$ cat src/rtl/resv_pkg.sv
package resv_pkg;
  typedef enum logic [1:0] {
    SC_FAIL   = 2'd0,
    SC_PASS   = 2'd1,
    SC_BYPASS = 2'd2
  } sc_code_e;
endpackage

$ cat src/rtl/resv_store.sv
module resv_store #(
  parameter int ADDR_W    = 32,
  parameter int GRAN_BITS = 4
) (
  input  logic              clk,
  input  logic              rst,
  input  logic              ll_valid,
  input  logic [ADDR_W-1:0] ll_addr,
  input  logic              clr,
  output logic              armed,
  output logic [ADDR_W-1:0] base
);
  localparam logic [ADDR_W-1:0] GMASK = ADDR_W'((64'd1 << GRAN_BITS) - 64'd1);

  always_ff @(posedge clk) begin
    if (rst) begin
      armed <= 1'b0;
      base  <= '0;
    end else if (ll_valid) begin
      armed <= 1'b1;
      base  <= ll_addr & ~GMASK;
    end else if (clr) begin
      armed <= 1'b0;
    end
  end


  ll_arms_chk: assert property (@(posedge clk) disable iff (rst)
    ll_valid |=> armed);


  clr_disarms_chk: assert property (@(posedge clk) disable iff (rst)
    (clr && !ll_valid) |=> !armed);
endmodule

$ cat src/rtl/resv_judge.sv
module resv_judge
  import resv_pkg::*;
#(
  parameter int ADDR_W    = 32,
  parameter int GRAN_BITS = 4
) (
  input  logic              clk,
  input  logic              rst,
  input  logic              sc_valid,
  input  logic              sc_uncached,
  input  logic [ADDR_W-1:0] sc_addr,
  input  logic              inval,
  input  logic              armed,
  input  logic [ADDR_W-1:0] base,
  output logic              consume,
  output logic              pass_evt,
  output logic              fail_evt,
  output logic              done_q,
  output logic              fwd_q,
  output sc_code_e          code_q
);
  localparam logic [ADDR_W-1:0] GMASK = ADDR_W'((64'd1 << GRAN_BITS) - 64'd1);

  logic hit;

  always_comb begin
    hit      = armed && !inval && ((sc_addr & ~GMASK) == base);
    consume  = sc_valid && !sc_uncached;
    pass_evt = consume && hit;
    fail_evt = consume && !hit;
  end

  always_ff @(posedge clk) begin
    if (rst) begin
      done_q <= 1'b0;
      fwd_q  <= 1'b0;
      code_q <= SC_FAIL;
    end else begin
      done_q <= sc_valid;
      if (!sc_valid) begin
        fwd_q  <= 1'b0;
        code_q <= SC_FAIL;
      end else if (sc_uncached) begin
        fwd_q  <= 1'b1;
        code_q <= SC_BYPASS;
      end else if (hit) begin
        fwd_q  <= 1'b1;
        code_q <= SC_PASS;
      end else begin
        fwd_q  <= 1'b0;
        code_q <= SC_FAIL;
      end
    end
  end


  fail_not_fwd_chk: assert property (@(posedge clk) disable iff (rst)
    (done_q && code_q == SC_FAIL) |-> !fwd_q);


  idle_quiet_chk: assert property (@(posedge clk) disable iff (rst)
    !done_q |-> (!fwd_q && code_q == SC_FAIL));
endmodule

$ cat src/rtl/resv_livelock.sv
module resv_livelock #(
  parameter int WARN_PERIOD = 10,
  parameter int FATAL_LIMIT = 5000
) (
  input  logic clk,
  input  logic rst,
  input  logic pass_evt,
  input  logic fail_evt,
  output logic warn_q,
  output logic fatal_q
);
  localparam int CNT_W = $clog2(FATAL_LIMIT + 1);
  localparam int DEC_W = $clog2(WARN_PERIOD + 1);
  localparam logic [CNT_W-1:0] LIMIT = CNT_W'(FATAL_LIMIT);
  localparam logic [DEC_W-1:0] DEC_TOP = DEC_W'(WARN_PERIOD - 1);

  logic [CNT_W-1:0] cnt;
  logic [DEC_W-1:0] dec;

  always_ff @(posedge clk) begin
    if (rst) begin
      cnt     <= '0;
      dec     <= '0;
      warn_q  <= 1'b0;
      fatal_q <= 1'b0;
    end else begin
      warn_q <= 1'b0;
      if (pass_evt) begin
        cnt <= '0;
        dec <= '0;
      end else if (fail_evt && cnt != LIMIT) begin
        cnt <= cnt + CNT_W'(1);
        if (dec == DEC_TOP) begin
          dec    <= '0;
          warn_q <= 1'b1;
        end else begin
          dec <= dec + DEC_W'(1);
        end
        if (cnt == LIMIT - CNT_W'(1)) fatal_q <= 1'b1;
      end
    end
  end


  cnt_bound_chk: assert property (@(posedge clk) disable iff (rst)
    cnt <= LIMIT);


  fatal_sticky_chk: assert property (@(posedge clk) disable iff (rst)
    fatal_q |=> fatal_q);


  warn_mult_chk: assert property (@(posedge clk) disable iff (rst)
    warn_q |-> (cnt != '0 && (int'(cnt) % WARN_PERIOD) == 0));


  pass_zero_chk: assert property (@(posedge clk) disable iff (rst)
    pass_evt |=> cnt == '0);


  fail_step_chk: assert property (@(posedge clk) disable iff (rst)
    (fail_evt && !pass_evt && cnt < LIMIT) |=> cnt == $past(cnt) + CNT_W'(1));
endmodule

$ cat src/rtl/resv_monitor.sv
module resv_monitor
  import resv_pkg::*;
#(
  parameter int ADDR_W      = 32,
  parameter int GRAN_BITS   = 4,
  parameter int WARN_PERIOD = 10,
  parameter int FATAL_LIMIT = 5000
) (
  input  logic              clk,
  input  logic              rst,
  input  logic              ll_valid,
  input  logic [ADDR_W-1:0] ll_addr,
  input  logic              sc_valid,
  input  logic [ADDR_W-1:0] sc_addr,
  input  logic              sc_uncached,
  input  logic              inval,
  output logic              sc_done,
  output logic              sc_fwd,
  output logic [1:0]        sc_code,
  output logic              fail_warn,
  output logic              livelock
);
  logic              armed;
  logic [ADDR_W-1:0] base;
  logic              consume, pass_evt, fail_evt;
  sc_code_e          code_q;

  resv_store #(.ADDR_W(ADDR_W), .GRAN_BITS(GRAN_BITS)) u_store (
    .clk(clk), .rst(rst),
    .ll_valid(ll_valid), .ll_addr(ll_addr),
    .clr(inval | consume),
    .armed(armed), .base(base)
  );

  resv_judge #(.ADDR_W(ADDR_W), .GRAN_BITS(GRAN_BITS)) u_judge (
    .clk(clk), .rst(rst),
    .sc_valid(sc_valid), .sc_uncached(sc_uncached), .sc_addr(sc_addr),
    .inval(inval), .armed(armed), .base(base),
    .consume(consume), .pass_evt(pass_evt), .fail_evt(fail_evt),
    .done_q(sc_done), .fwd_q(sc_fwd), .code_q(code_q)
  );

  resv_livelock #(.WARN_PERIOD(WARN_PERIOD), .FATAL_LIMIT(FATAL_LIMIT)) u_live (
    .clk(clk), .rst(rst),
    .pass_evt(pass_evt), .fail_evt(fail_evt),
    .warn_q(fail_warn), .fatal_q(livelock)
  );

  assign sc_code = code_q;


  bypass_code_chk: assert property (@(posedge clk) disable iff (rst)
    (sc_valid && sc_uncached) |=> (sc_done && sc_fwd && sc_code == 2'd2));


  pass_fwd_chk: assert property (@(posedge clk) disable iff (rst)
    (sc_done && sc_code == 2'd1) |-> sc_fwd);
endmodule

$ cat config.mk
export PLATFORM = sky130hd
export DESIGN_NAME = resv_monitor
export DESIGN_NICKNAME = d
export VERILOG_FILES = /design/src/rtl/resv_pkg.sv /design/src/rtl/resv_store.sv /design/src/rtl/resv_judge.sv /design/src/rtl/resv_livelock.sv /design/src/rtl/resv_monitor.sv
export SDC_FILE = /design/constraint.sdc
export NUM_CORES = 1
export LEC_CHECK = 0
export BUFFER_PORTS_ARGS = -buffer_cell sky130_fd_sc_hd__buf_2
export CAP_MARGIN = 20
export CORE_MARGIN = 1
export CORE_UTILIZATION = 51
export DETAILED_ROUTE_END_ITERATION = 8
export HOLD_SLACK_MARGIN = 0.08
export MAX_ROUTING_LAYER = met4
export PLACE_DENSITY_LB_ADDON = 0.3
export REMOVE_ABC_BUFFERS = 1
export SYNTH_ARGS = -nofsm -noshare
export SYNTH_HDL_FRONTEND = slang
export SYNTH_HIERARCHICAL = 1
export SYNTH_SLANG_ARGS = --single-unit
$ cat constraint.sdc
create_clock -name clk -period 3.3 [get_ports clk]
set_input_delay 0.66 -clock clk [delete_from_list [all_inputs] [get_ports clk]]
set_output_delay 0.66 -clock clk [all_outputs]
set_load 0.01 [all_outputs]
Word-level counts from Yosys, hierarchy flattened. Index checks and enable logic that the tools add are counted.

Add/subtract/negate cells: 2. Multiply operators: 0. Divide/modulo/power cells: 0. Order comparisons: 0. Equal/unequal tests: 4. Shift-type cells: 0. Multiplexer cells: 8. Bitwise operators: 4. Reductions and logical operators: 15.

Operators with widths (number): 28-bit == test (1); 13-bit by 1-bit adder with 13-bit output (second input constant) (1); 13-bit == test (second input constant) (1); 13-bit != test (second input constant) (1); 1-bit logical AND (6); 1-bit 2-to-1 mux (6); 3-bit OR reduction (2); 4-bit by 1-bit adder with 4-bit output (second input constant) (1); 4-bit == test (second input constant) (1); 4-bit 2-to-1 mux (1); 2-bit OR reduction (2); 1-bit zero test (3); 1-bit NOT (3); 3-bit AND reduction (1); 2-bit 2-to-1 mux (1); 2-bit nonzero test (1); 1-bit bitwise OR (1).

Bits in registers: 52. Bits in latches: 0. Memory bits (writable): 0. Memory bits (read-only): 0. Bits of input ports: 70. Output and inout bits: 6. Memories kept: 0.

Logic depth before layout (Yosys ltp).
Depth after elaboration: 8. Depth in mapped cells: 10.

By module. The synthesis kept the hierarchy.

By module, submodules not included: resv_store (times used 1, cells an instance 99, area an instance 1067.3 um^2, sequential area each 580.6 um^2); resv_livelock (times used 1, cells an instance 108, area an instance 919.6 um^2, sequential area each 380.4 um^2); resv_judge (times used 1, cells an instance 58, area an instance 501.7 um^2, sequential area each 80.1 um^2); resv_monitor (times used 1, cells an instance 1, area an instance 6.3 um^2, sequential area each 0.0 um^2).

Least setup slack after synthesis. Ideal clock, no wire load.

Kind: input to register. Start: in inval. End: reg u_live.cnt[10]. Setup time: 0.128 ns. Arrival: 2.520 ns. Path slack: 0.653 ns. Cell stages on the path: 8. Cells stage by stage: or4_1 -> nor4_2 -> nand2_1 -> nor4_1 -> or2_2 -> clkbuf_1 -> buf_1 -> nor2_1.

Elaborated cells between the ends (all ways): 8. Classes of those cells: reduce/logical (8).

RTL lines: from (decl) (RTL line resv_monitor.sv:16) `input logic inval,`; 1-bit zero test (RTL line resv_judge.sv:27) `hit = armed && !inval && ((sc_addr & ~GMASK) == base);`; 1-bit logical AND (2 in a row) (RTL line resv_judge.sv:27); 1-bit logical AND (RTL line resv_judge.sv:29) `pass_evt = consume && hit;`; named net pass_evt (RTL line resv_monitor.sv:25) `logic consume, pass_evt, fail_evt;`; 2-bit OR reduction (no line); to (signal assigned) (RTL line resv_livelock.sv:32) `cnt <= cnt + CNT_W'(1);`; to (decl) (RTL line resv_livelock.sv:17) `logic [CNT_W-1:0] cnt;`.

The timed path passes the listed nets, and every way through them passes these cells. A chain may end at the register's enable or synchronous reset.

Worst setup path after layout.
Start: in inval. End: reg u_live.cnt[6].

Cells in the longest elaborated chain, start to end: 6. Elaborated cells between the ends (all ways): 8. Classes of those cells: reduce/logical (8).

RTL lines: 1-bit zero test (RTL line resv_judge.sv:27); 1-bit logical AND (2 in a row) (RTL line resv_judge.sv:27); 1-bit zero test (RTL line resv_judge.sv:30) `fail_evt = consume && !hit;`; 1-bit logical AND (RTL line resv_judge.sv:30); named net fail_evt (RTL line resv_monitor.sv:25); 1-bit logical AND (RTL line resv_livelock.sv:31) `end else if (fail_evt && cnt != LIMIT) begin`.

The timed path passes the listed nets, and every way through them passes these cells.

==> flow_summary.ini <==
[setup_path]
reg2reg_from = u_store/base[22]
cp_max_fo = 11
end_kind = register
r2r_slack_ns = 1.00
cp_cell_sequence = buf_2, or4_1, nor4_2, nand2_1, o31a_1, and3_1, nand4_1, xor2_1, nor2_1
timing.critical_path.slowest_cell_delay_ns = 0.52
critical-path-slowest-cell = or4_1
path_buf_inv = 1
cp_top_family = simple AND/OR/NAND/NOR gates
r2r_cells = 8
required_ns = 3.49
start_kind = input port
criticalPathCategory = input port to register
arrival_ns = 2.69
r2r-end = u_live/cnt[6]

[timing]
drv_slew = 0
rsz0062_at_grt = false
relSlewSlack = 0.428
period_minus_slack_ns = 2.50
holdWs_ns = 0.488
period_share = 0.758
fmaxAchievable_ghz = 0.400
skew_ns = 0.00695
setup_viol = 0
tightestPinTransition_ns = 0.858
setup_tns_ns = 0
finalHoldViolCount = 0

[floorplanning]
dieWidth_um = 71.9
start_util = 0.528
die_y_um = 71.9
pin_count = 76
rows = 25
coreArea_sq_um = 4720
die-area_sq_um = 5180

[layout]
final_cell_mix = buf_2, dfxtp_1, nor2_1, xor2_1, mux2i_1
diodes = 0
mostFrequentLayoutCell = buf_2
nNetsFinal = 401
syn_to_final_growth_pct = 17.8
nFillCells = 420
drive_gt1_frac = 0.252
multiInputGateArea_sq_um = 1330
finalInstanceArea_sq_um = 2940
seq_area_sq_um = 1040

[clock_tree]
htreeDepth = 2
clock-sinks = 52
hold_buffers = 0
root_buffer = clkbuf_8
clk_pin_slew_ns = 0.09
clkLatencyLatePin_ns = 0.31
cts_resized = 0
cts_tree = built
cts_buffer_depth = 2
post-cts-setup-buffer-count = 0
cts_buffers = 5

[place]
place.gp.congestion = 0.794
io_buffers = 67
placed_area_sq_um = 2830
place_hpwl_um = 3430

[synth]
synth_cell_types = 45
ys_ff_latch = 52
async_flop_share = 0
synthFlopType = dfxtp_1
ys_warn_count = 6
synth_cells = 266
synthTopCellsByArea = dfxtp_1, mux2i_1, xor2_1, nor2_1, nor4_1
synth_top_area_share = 0.417
syn_avg_cell_area_sq_um = 9.38
synth_edf_count = 0
synth_area_sq_um = 2490
synth_area_leader_cell = dfxtp_1
yosysSeqAreaShare = 0.417

[grt]
grt_use_total = 0.205
grt_pass1_vias = 1976
overflow = 0
grt_pass1_wl_um = 8160
antenna_found_initial = 0
grt_max_degree = 33

[hold_path]
min_path_type = register to register
hp-start = u_store/armed
min_to = u_store/armed
holdPathStages = 2

[routing]
drtAntennaViolNets = 0
first_pass_iters = 4
drc = 0
viasPerCell = 5.06
post_drt_wl_per_cell_um = 11.8
drtIter0Drc = 93
num_vias = 2008
wl_um = 4680

[pwr]
p_leak_nw = 1.32
p_total_mw = 1.24
cellPowerDensity_nw_per_um2 = 422
irDropWorstVdd_mv = 0.257

[outcome]
status = complete, no violations

[run]
cap_violations = 0
==> through the flow <==
stage          utilization  setup slack, ns  std cells
6_report             0.622            0.800        397
4_1_cts              0.622            0.773        397
3_3_place_gp         0.598            0.483        389
5_1_grt              0.622            0.616        397
2_1_floorplan            -            0.793        255
3_5_place_dp         0.598            0.455        389
==> registers in the layout (all words and copies together), names as in the netlist <==
signal	cells
u_judge/code_q	2
u_live/fatal_q	1
u_store/armed	1
u_live/warn_q	1
u_judge/done_q	1
u_store/base	28
u_live/cnt	13
u_judge/fwd_q	1
u_live/dec	4
==> worst min-delay path, stage by stage (launching register included) <==
cell and delay, ns:
dfxtp_1 0.32, nand2b_1 0.07, a21oi_1 0.06
==> how the worst max path moves through the flow <==
stage                from       endpoint  slack (ns)  cells after the start
floorplan           inval  u_live/cnt[5]        0.79                      8
global placement    inval  u_live/cnt[5]        0.48                      9
detailed placement  inval  u_live/cnt[6]        0.46                      9
CTS                 inval  u_live/cnt[6]        0.77                      9
global route        inval  u_live/cnt[6]        0.62                      9
finish              inval  u_live/cnt[6]        0.80                      9
==> where the power goes <==
group | switching [mW] | internal [mW]
Combinational | 0.0669 | 0.0718
Clock | 0.209 | 0.224
Sequential | 0.0164 | 0.652
Total | 0.292 | 0.949
==> cells in the mapped netlist (all sizes together) (3+ instances only) <==
library cell  number
nor2b              3
clkbuf             3
inv               10
a21oi             10
o21ai              7
or4                4
nor2              38
nor4              13
nand2             10
xor2              30
nand3              5
buf               11
dfxtp             52
xnor2              5
or3                3
nand4              7
mux2i             28
==> routing by layer <==
layer  global-route usage  part of all wire  up-vias  routed length (um)
met5                    -                 0        -                   0
met3               0.0458             0.037       11                 173
met2                0.356              0.47       47                2190
li1                     -                 -     1030                   -
met4               0.0741             0.024        0                 114
met1                0.231              0.47      920                2200
==> final cells by class <==
cell class                 count  area share
clock buffer                   5      0.0234
clock inverter                 3      0.0145
inverter                      10      0.0128
multi-input combinational    193       0.452
sequential                    52       0.354
tap                           67      0.0285
timing repair buffer          67       0.114
==> cell families after synthesis <==
logic type      after synthesis  synth area share
compound gates               22            0.0486
xor+xnor                     35             0.123
fa+ha+maj                     2            0.0100
buf+inv                      24            0.0547
flops                        52             0.417
mux                          28             0.112
other cells                   1           0.00150
simple gates                102             0.233
No activity file was read; power rests on OpenSTA's default activity.
